$ cat src/rtl/tmr_pkg.sv
package tmr_pkg;
  localparam int unsigned WORD_W = 32;
  localparam logic [7:0] OFS_CTRL   = 8'h00;
  localparam logic [7:0] OFS_RELOAD = 8'h08;
  localparam logic [7:0] OFS_COUNT  = 8'h0C;
  localparam int unsigned CTRL_RST_BIT = 31;
  localparam int unsigned CTRL_EN_BIT  = 0;
endpackage

$ cat src/rtl/tmr_prescaler.sv
module tmr_prescaler #(
  parameter int unsigned DIV = 50
) (
  input  logic clk_i,
  input  logic rst_ni,
  output logic tick_o
);
  localparam int unsigned PH_W = (DIV > 1) ? $clog2(DIV) : 1;
  localparam logic [PH_W-1:0] PH_LAST = PH_W'(DIV - 1);

  generate
    if (DIV > 1) begin : g_div
      logic [PH_W-1:0] ph_q;
      always_ff @(posedge clk_i or negedge rst_ni) begin
        if (!rst_ni)             ph_q <= '0;
        else if (ph_q == PH_LAST) ph_q <= '0;
        else                     ph_q <= ph_q + 1'b1;
      end
      assign tick_o = (ph_q == PH_LAST);

      AST_TICK_ISOLATED: assert property (@(posedge clk_i) disable iff (!rst_ni)
        tick_o |=> !tick_o);
    end else begin : g_pass
      assign tick_o = 1'b1;
    end
  endgenerate
endmodule

$ cat src/rtl/tmr_regs.sv
module tmr_regs
  import tmr_pkg::*;
#(
  parameter int unsigned ADDR_W = 8,
  parameter int unsigned CNT_W  = 16
) (
  input  logic              clk_i,
  input  logic              rst_ni,
  input  logic              req_i,
  input  logic              we_i,
  input  logic [ADDR_W-1:0] addr_i,
  input  logic [WORD_W-1:0] wdata_i,
  input  logic [CNT_W-1:0]  cnt_i,
  output logic [CNT_W-1:0]  reload_o,
  output logic              clr_o,
  output logic              start_o,
  output logic              load_o,
  output logic [WORD_W-1:0] rdata_o
);
  localparam int unsigned PAD_W = WORD_W - CNT_W;

  logic              wr, rd, sel_ctrl, sel_rel, sel_cnt;
  logic [WORD_W-1:0] ctrl_q;
  logic [CNT_W-1:0]  reload_q;

  assign wr       = req_i & we_i;
  assign rd       = req_i & ~we_i;
  assign sel_ctrl = (addr_i == ADDR_W'(OFS_CTRL));
  assign sel_rel  = (addr_i == ADDR_W'(OFS_RELOAD));
  assign sel_cnt  = (addr_i == ADDR_W'(OFS_COUNT));

  assign clr_o   = wr & sel_ctrl & wdata_i[CTRL_RST_BIT];
  assign start_o = wr & sel_ctrl & ~wdata_i[CTRL_RST_BIT] & wdata_i[CTRL_EN_BIT];
  assign load_o  = wr & sel_rel;

  always_ff @(posedge clk_i or negedge rst_ni) begin
    if (!rst_ni) begin
      ctrl_q   <= '0;
      reload_q <= '0;
    end else if (clr_o) begin
      ctrl_q   <= '0;
      reload_q <= '0;
    end else begin
      if (wr && sel_ctrl) ctrl_q   <= wdata_i;
      if (load_o)         reload_q <= wdata_i[CNT_W-1:0];
    end
  end

  always_comb begin
    rdata_o = '0;
    if (rd) begin
      if (sel_ctrl)     rdata_o = ctrl_q;
      else if (sel_rel) rdata_o = {{PAD_W{1'b0}}, reload_q};
      else if (sel_cnt) rdata_o = {{PAD_W{1'b0}}, cnt_i};
    end
  end

  assign reload_o = reload_q;

  AST_RST_WIPES: assert property (@(posedge clk_i) disable iff (!rst_ni)
    clr_o |=> (ctrl_q == '0) && (reload_q == '0));
  AST_CTRL_STORED: assert property (@(posedge clk_i) disable iff (!rst_ni)
    (wr && sel_ctrl && !wdata_i[CTRL_RST_BIT]) |=> ctrl_q == $past(wdata_i));
  AST_RELOAD_MASK: assert property (@(posedge clk_i) disable iff (!rst_ni)
    load_o |=> reload_q == $past(wdata_i[CNT_W-1:0]));
endmodule

$ cat src/rtl/tmr_counter.sv
module tmr_counter #(
  parameter int unsigned CNT_W = 16
) (
  input  logic             clk_i,
  input  logic             rst_ni,
  input  logic             tick_i,
  input  logic             clr_i,
  input  logic             start_i,
  input  logic             load_i,
  input  logic [CNT_W-1:0] load_val_i,
  input  logic [CNT_W-1:0] reload_i,
  output logic [CNT_W-1:0] cnt_o,
  output logic             run_o,
  output logic             expire_o
);
  logic [CNT_W-1:0] cnt_q;
  logic             run_q, exp_q, at_zero, step;

  assign at_zero = (cnt_q == '0);
  assign step    = tick_i & run_q;

  always_ff @(posedge clk_i or negedge rst_ni) begin
    if (!rst_ni) begin
      cnt_q <= '0;
      run_q <= 1'b0;
      exp_q <= 1'b0;
    end else if (clr_i) begin
      cnt_q <= '0;
      run_q <= 1'b0;
      exp_q <= 1'b0;
    end else begin
      exp_q <= step & at_zero & ~load_i;
      if (start_i) run_q <= 1'b1;
      if (load_i)    cnt_q <= load_val_i;
      else if (step) cnt_q <= at_zero ? reload_i : cnt_q - 1'b1;
    end
  end

  assign cnt_o    = cnt_q;
  assign run_o    = run_q;
  assign expire_o = exp_q;

  AST_STOP_ON_CLR: assert property (@(posedge clk_i) disable iff (!rst_ni)
    clr_i |=> !run_o && (cnt_o == '0) && !expire_o);
  AST_RUN_STICKY: assert property (@(posedge clk_i) disable iff (!rst_ni)
    (run_o && !clr_i) |=> run_o);
  AST_DEC: assert property (@(posedge clk_i) disable iff (!rst_ni)
    (tick_i && run_o && cnt_o != '0 && !load_i && !clr_i) |=> cnt_o == $past(cnt_o) - CNT_W'(1));
  AST_IDLE_HOLD: assert property (@(posedge clk_i) disable iff (!rst_ni)
    (!tick_i && !load_i && !clr_i) |=> $stable(cnt_o));
  AST_EXPIRE_AT_RELOAD: assert property (@(posedge clk_i) disable iff (!rst_ni)
    expire_o |-> cnt_o == reload_i);
  AST_ZERO_RELOAD: assert property (@(posedge clk_i) disable iff (!rst_ni)
    (expire_o && reload_i == '0) |-> cnt_o == '0);
  AST_LOAD_WINS: assert property (@(posedge clk_i) disable iff (!rst_ni)
    (load_i && !clr_i) |=> (cnt_o == $past(load_val_i)) && !expire_o);
endmodule

$ cat src/rtl/tmr16_reload.sv
module tmr16_reload
  import tmr_pkg::*;
#(
  parameter int unsigned ADDR_W = 8,
  parameter int unsigned CNT_W  = 16,
  parameter int unsigned DIV    = 50
) (
  input  logic              clk_i,
  input  logic              rst_ni,
  input  logic              req_i,
  input  logic              we_i,
  input  logic [ADDR_W-1:0] addr_i,
  input  logic [31:0]       wdata_i,
  output logic [31:0]       rdata_o,
  output logic              expire_o
);
  logic             tick, clr, start, load, run;
  logic [CNT_W-1:0] cnt, reload;

  tmr_prescaler #(.DIV(DIV)) u_pre (
    .clk_i(clk_i), .rst_ni(rst_ni), .tick_o(tick)
  );

  tmr_regs #(.ADDR_W(ADDR_W), .CNT_W(CNT_W)) u_regs (
    .clk_i(clk_i), .rst_ni(rst_ni), .req_i(req_i), .we_i(we_i),
    .addr_i(addr_i), .wdata_i(wdata_i), .cnt_i(cnt), .reload_o(reload),
    .clr_o(clr), .start_o(start), .load_o(load), .rdata_o(rdata_o)
  );

  tmr_counter #(.CNT_W(CNT_W)) u_cnt (
    .clk_i(clk_i), .rst_ni(rst_ni), .tick_i(tick), .clr_i(clr),
    .start_i(start), .load_i(load), .load_val_i(wdata_i[CNT_W-1:0]),
    .reload_i(reload), .cnt_o(cnt), .run_o(run), .expire_o(expire_o)
  );

  AST_EXPIRE_NEEDS_RUN: assert property (@(posedge clk_i) disable iff (!rst_ni)
    expire_o |-> $past(run));
endmodule

$ cat config.mk
export PLATFORM = sky130hd
export DESIGN_NAME = tmr16_reload
export DESIGN_NICKNAME = d
export VERILOG_FILES = /design/src/rtl/tmr_pkg.sv /design/src/rtl/tmr_prescaler.sv /design/src/rtl/tmr_regs.sv /design/src/rtl/tmr_counter.sv /design/src/rtl/tmr16_reload.sv
export SDC_FILE = /design/constraint.sdc
export NUM_CORES = 1
export LEC_CHECK = 0
export CORE_MARGIN = 1.5
export CORE_UTILIZATION = 57
export DETAILED_ROUTE_END_ITERATION = 10
export HOLD_SLACK_MARGIN = 0.03
export PLACE_DENSITY = 0.86
export SLEW_MARGIN = 20
export SYNTH_ARGS = -nofsm -noshare
export SYNTH_HDL_FRONTEND = slang
export SYNTH_SLANG_ARGS = --single-unit
export TNS_END_PERCENT = 10
$ cat constraint.sdc
create_clock -name clk_i -period 4.57 [get_ports clk_i]
set_input_delay 0.457 -clock clk_i [delete_from_list [all_inputs] [get_ports clk_i]]
set_output_delay 0.457 -clock clk_i [all_outputs]
set_load 0.03 [all_outputs]
* Word level (Yosys, flattened, before mapping)
Cells that the tools add are included.
** Operators by class
- Multiplexer cells :: 16
- Reduce and logical (&&, ||, !) cells :: 7
- Bitwise gates (word level) :: 13
- $add $sub $neg :: 2
- Equal/unequal tests :: 3
** Operators with widths (count)
- $mux 32 :: 5
- $mux 16 :: 7
- $eq 8x4->1 const B :: 2
- $logic_not 16->1 :: 1
- $sub 16x1->16 const B :: 1
- $and 1x1->1 :: 10
- $logic_not 8->1 :: 1
- $add 6x1->6 const B :: 1
- $eq 6x6->1 const B :: 1
- $mux 6 :: 1
- $reduce_bool 2->1 :: 3
- $mux 1 :: 3
- $not 1->1 :: 3
- $reduce_bool 3->1 :: 1
- $logic_and 1x1->1 :: 1
** Word-level totals
- Output and inout bits :: 33
- Bits in registers :: 72
- Logic and storage cells :: 47

* Longest topological paths before layout
Gate-level depths: netlist of the first run.
- Word-level depth :: 6
- Gate-level depth with buffers :: 9
- Depth with buffers taken out :: 7

* Cells and area by module
Synthesis of the first run repeated with hierarchy kept, for this count alone.
** Unflattened totals
- Cell total of the unflattened synthesis :: 475
- Area total of the unflattened synthesis :: 4659.5 um^2
** By module, submodules not included
- tmr_regs :: sequential area each 1201.2 um^2, area each 3019.1 um^2, cells each 287, instances 1
- tmr_counter :: sequential area each 450.4 um^2, area each 1355.0 um^2, cells each 162, instances 1
- tmr_prescaler :: sequential area each 150.1 um^2, area each 285.3 um^2, cells each 26, instances 1

* Least setup slack after synthesis of the first run
Ideal clock, no wire load.
- Path type :: input to output
- From :: in addr_i[1]
- To :: out rdata_o[0]
- Arrival :: 3012 ps
- Setup slack :: 1101 ps
- Stages on the path :: 4
- Path through :: or4_4 -> or4_1 -> clkbuf_1 -> a2111oi_0
** Between the ends
- Cells in the longest elaborated chain, start to end :: 5
** Ends and longest elaborated chain
- start, declared :: RTL line tmr16_reload.sv:12 : input logic [ADDR_W-1:0] addr_i,
- $eq 8x4->1 :: RTL line tmr_regs.sv:30 : assign sel_cnt = (addr_i == ADDR_W'(OFS_COUNT));
- $mux 16 :: RTL line tmr_regs.sv:54 : else if (sel_cnt) rdata_o = {{PAD_W{1'b0}}, cnt_i};
- $mux 32 :: RTL line tmr_regs.sv:53 : else if (sel_rel) rdata_o = {{PAD_W{1'b0}}, reload_q};
- $mux 32 * :: RTL line tmr_regs.sv:52 : if (sel_ctrl) rdata_o = ctrl_q;
- $mux 32 * :: RTL line tmr_regs.sv:51 : if (rd) begin
- end, declared :: RTL line tmr16_reload.sv:14 : output logic [31:0] rdata_o,
Mark *: on every way between the ends. The rest lies on a longest branch, timed or not.

* Worst setup path after layout of the first run
- From :: in addr_i[1]
- To :: out rdata_o[4]
Same word-level chain as after synthesis.

==> impl_metrics.ini, run 1 <==
[detailed_routing]
postRouteWirelength_um = 11800
met2_length_um = 5980
ant_nets = 0
drt_pass1_iterations = 8
routed.top_layer = met4
routed_length_on_met3_um = 747
drt-met1-wl_um = 4710
via_count = 4110
avg_vias_per_cell = 6.18
route.detailed.wl_per_inst_um = 17.7
drt_iter0_markers = 381
post-route-drc-count = 0

[logic_synthesis]
synth.largest_area_cell = sky130_fd_sc_hd__dfrtp_1
synth-edff-count = 0
netlist_instances = 505
synth_async_sr_flop_share = 1.00
synth_cell_types = 59
synth_fp_nets = 553
postSynthRegisterBits = 72
yosys-top-cells-count = sky130_fd_sc_hd__nand2_1 (126), sky130_fd_sc_hd__dfrtp_1 (72), sky130_fd_sc_hd__nor2_1 (46)
yosys.area.top_type_share = 0.420
register_area_share_after_synthesis = 0.420
ys.flop_type = sky130_fd_sc_hd__dfrtp_1
post_synth_instance_area_um2 = 4290
synth_top_cells_by_area = sky130_fd_sc_hd__dfrtp_1 (42%), sky130_fd_sc_hd__nand2_1 (11%), sky130_fd_sc_hd__nand3b_1 (5.6%)
post_synth.cell_area_avg_um2 = 8.49
yosys_warnings = 0
synth_most_common_cell = sky130_fd_sc_hd__nand2_1

[critical_path]
combined_buffer_and_inverter_count_along_the_critical_path = 2
critical_path_class = in2out
cp_top_family = simple AND/OR/NAND/NOR gates
critical_path.max_stage_delay_ns = 0.82
standard_cell_with_the_maximum_stage_delay_on_the_critical_path = sky130_fd_sc_hd__or4_1
crit_path_start_kind = primary input
r2r.worst_path.cells = 7
critical_path.cell_chain = clkdlybuf4s50_1 > or4_4 > or4_1 > a2111oi_0 > clkdlybuf4s50_1
reg2reg_setup_slack_ns = 2.07
critical_path_peak_fanout = 16
critPathCaptureType = output port
regToRegStartpoint = u_cnt.cnt_o[0]
worst_ep_arrival_time_ns = 3.55
reg2reg_to = u_cnt.cnt_o[7]
worst-endpoint-required_ns = 4.11
path_common_cell = sky130_fd_sc_hd__clkdlybuf4s50_1

[clock_network]
postCtsSetupBuffers = 0
postCtsHoldBufs = 0
clock_sinks = 72
path_clk_slew_ns = 0.08
h_tree_lvls = 3
clock_tree.buffer_depth = 2
worst_skew_pair.late_latency_ns = 0.35
cts-buffers-inserted = 9
tritoncts = done
ctsResizeCount = 0
root_buffer = sky130_fd_sc_hd__clkbuf_8

[cells_and_area]
multi_input_area_um2 = 2270
finish.net_count = 609
layout.cell_area.non_filler_um2 = 5220
fillerInstances = 562
final_cells = 665
areaGrowthSynthToFinish_pct = 21.8
drive_above_1_share = 0.0795
area.sequential_um2 = 1800
antenna-diode-count = 0

[floorplan]
initial_cell_density_of_the_core = 0.591
total_die_area_um2 = 8050
chipWidth_um = 89.7
num_rows = 31
area_of_the_core_region_um2 = 7250
die_h_um = 89.7
floorplan.io_pins = 77

[placed_design]
post-place-ws_ns = 0.622
place_congestion = 0.863
port_buffers = 76
placedCellCount = 649
hpwlAfterDp_um = 8030
post_dp_cell_area_um2 = 5020

[power_and_ir_drop]
p_sw_frac = 0.262
leakage_nw = 2.28
powerDensity_nw_per_um2 = 250
p_int_uw = 962
comb_power_share = 0.094
power_frac_clock = 0.398
sequentialPowerShare = 0.508
total_switching_power_uw = 342
worst_case_vdd_ir_drop_uv = 207

[global_route]
grt_use_total = 0.302
grt_pass1_vias = 4062
antenna_found_initial = 0
pin_count_of_the_biggest_net_entering_global_routing = 41
grt_pass1_wl_um = 19600
globalRoute.totalOverflow = 0

[timing]
timing.final.max_slew_violations = 0
rsz0062_at_grt = no
timing.fmax_mhz = 249
final_min_period_over_clock_period = 0.877
timing.final.setup_violations = 0
hold-worst-slack_ns = 0.163
postLayoutSetupSlackWorst_ns = 0.561
timing.final.hold_violations = 0
tightestPinTransition_ns = 0.942
worst_clock_skew_ns = 0.00590
slew_hr = 0.372
period_minus_ws_final_ns = 4.01
totalNegativeSetupSlack_ns = 0

[outcome]
run_status = completed

[worst_hold_path]
timing.hold.worst.class = in2async

[job]
maxCapViolCount = 0
-- worst register-to-register path, stage by stage (launching register included) --
cell                        delay [ns]
sky130_fd_sc_hd__dfrtp_1          0.48
sky130_fd_sc_hd__inv_1            0.15
sky130_fd_sc_hd__ha_1             0.24
sky130_fd_sc_hd__nor4b_2          0.37
sky130_fd_sc_hd__nand4_4          0.29
sky130_fd_sc_hd__o2bb2ai_1        0.24
sky130_fd_sc_hd__or4_1            0.52
sky130_fd_sc_hd__a21oi_1          0.14
-- placed cells by master, fill, tap and decap left out, types with 4 or more instances in the layout --
| master | synthesis | layout |
|---|---|---|
| sky130_fd_sc_hd__inv_1 | 8 | 8 |
| sky130_fd_sc_hd__nand4_1 | 7 | 7 |
| sky130_fd_sc_hd__ha_1 | 4 | 4 |
| sky130_fd_sc_hd__buf_4 | 0 | 6 |
| sky130_fd_sc_hd__a2111oi_2 | 9 | 9 |
| sky130_fd_sc_hd__and2_1 | 23 | 23 |
| sky130_fd_sc_hd__dfrtp_1 | 72 | 72 |
| sky130_fd_sc_hd__clkbuf_8 | 0 | 9 |
| sky130_fd_sc_hd__nand3b_1 | 32 | 32 |
| sky130_fd_sc_hd__a21oi_1 | 36 | 36 |
| sky130_fd_sc_hd__clkdlybuf4s50_1 | 0 | 75 |
| sky130_fd_sc_hd__a2111oi_0 | 6 | 6 |
| sky130_fd_sc_hd__nor2_1 | 46 | 46 |
| sky130_fd_sc_hd__o21ai_0 | 10 | 10 |
| sky130_fd_sc_hd__nand3_1 | 9 | 9 |
| sky130_fd_sc_hd__nand2_1 | 126 | 126 |
| sky130_fd_sc_hd__nor4_1 | 5 | 5 |
| sky130_fd_sc_hd__nor3_1 | 10 | 10 |
| sky130_fd_sc_hd__o211ai_1 | 8 | 8 |
-- state kept, by name, summed over array words and instances, names as in the netlist --
register and count:
u_regs.ctrl_q 32, u_regs.reload_o 16, u_cnt.run_o 1, u_cnt.cnt_o 16
u_pre.g_div.ph_q 6, u_cnt.expire_o 1
-- area by class of cell --
cell class | instances | area share
Multi-Input combinational cell | 388 | 0.434
Sequential cell | 72 | 0.345
Timing Repair Buffer | 82 | 0.153
Clock buffer | 9 | 0.0237
Tap cell | 99 | 0.0237
Clock inverter | 7 | 0.0146
Inverter | 8 | 0.00575
-- kinds of logic after synthesis --
logic type                 after synthesis  synth area share
AOI/OAI and AO/OA                       88             0.148
xor gates and xnor gates                 3           0.00613
adders and majority gates                4            0.0117
buffers and inverters                   45            0.0514
DFF                                     72             0.420
muxes                                    2           0.00496
and+or+nand+nor                        291             0.358
-- metrics by stage --
step	util	total power [mW]
after detailed placement	0.692	0.796
after CTS	0.720	1.31
after floorplan	-	0.722
after global routing	0.720	1.35
after global placement	0.692	0.793
final	0.720	1.30
-- layer usage --
metal	vias up	track usage
met5	-	0
li1	1875	-
met3	28	0.0541
met2	198	0.509
met1	2009	0.381
met4	0	0.132
-- how the worst max path moves through the flow --
stage | from | to | slack, ns | cells after the start
floorplan | addr_i[1] | rdata_o[0] | 1.10 | 4
global placement | addr_i[1] | rdata_o[0] | 0.73 | 5
detailed placement | addr_i[1] | rdata_o[2] | 0.62 | 5
CTS | addr_i[1] | rdata_o[2] | 0.62 | 5
global route | addr_i[1] | rdata_o[5] | 0.47 | 5
finish | addr_i[1] | rdata_o[4] | 0.56 | 5
-- power by group through the flow --
stage	logic [mW]	registers (mW)	clock network (mW)
6_report	0.123	0.663	0.518
3_3_place_gp	0.119	0.674	0
3_5_place_dp	0.122	0.674	0
4_1_cts	0.123	0.662	0.521
2_1_floorplan	0.0524	0.670	0
5_1_grt	0.134	0.664	0.556
(Power assumes the default switching activity.)
==> run 2, diff against run 1 <==
--- a/config.mk
+++ b/config.mk
@@ -7,6 +7,7 @@
 export LEC_CHECK = 0
 export CORE_MARGIN = 1.5
 export CORE_UTILIZATION = 57
+export CTS_CLUSTER_SIZE = 16
 export DETAILED_ROUTE_END_ITERATION = 10
 export HOLD_SLACK_MARGIN = 0.03
 export PLACE_DENSITY = 0.86
==> results of run 2 <==
No change in the layout: final DEF, timing and power equal those of run 1.
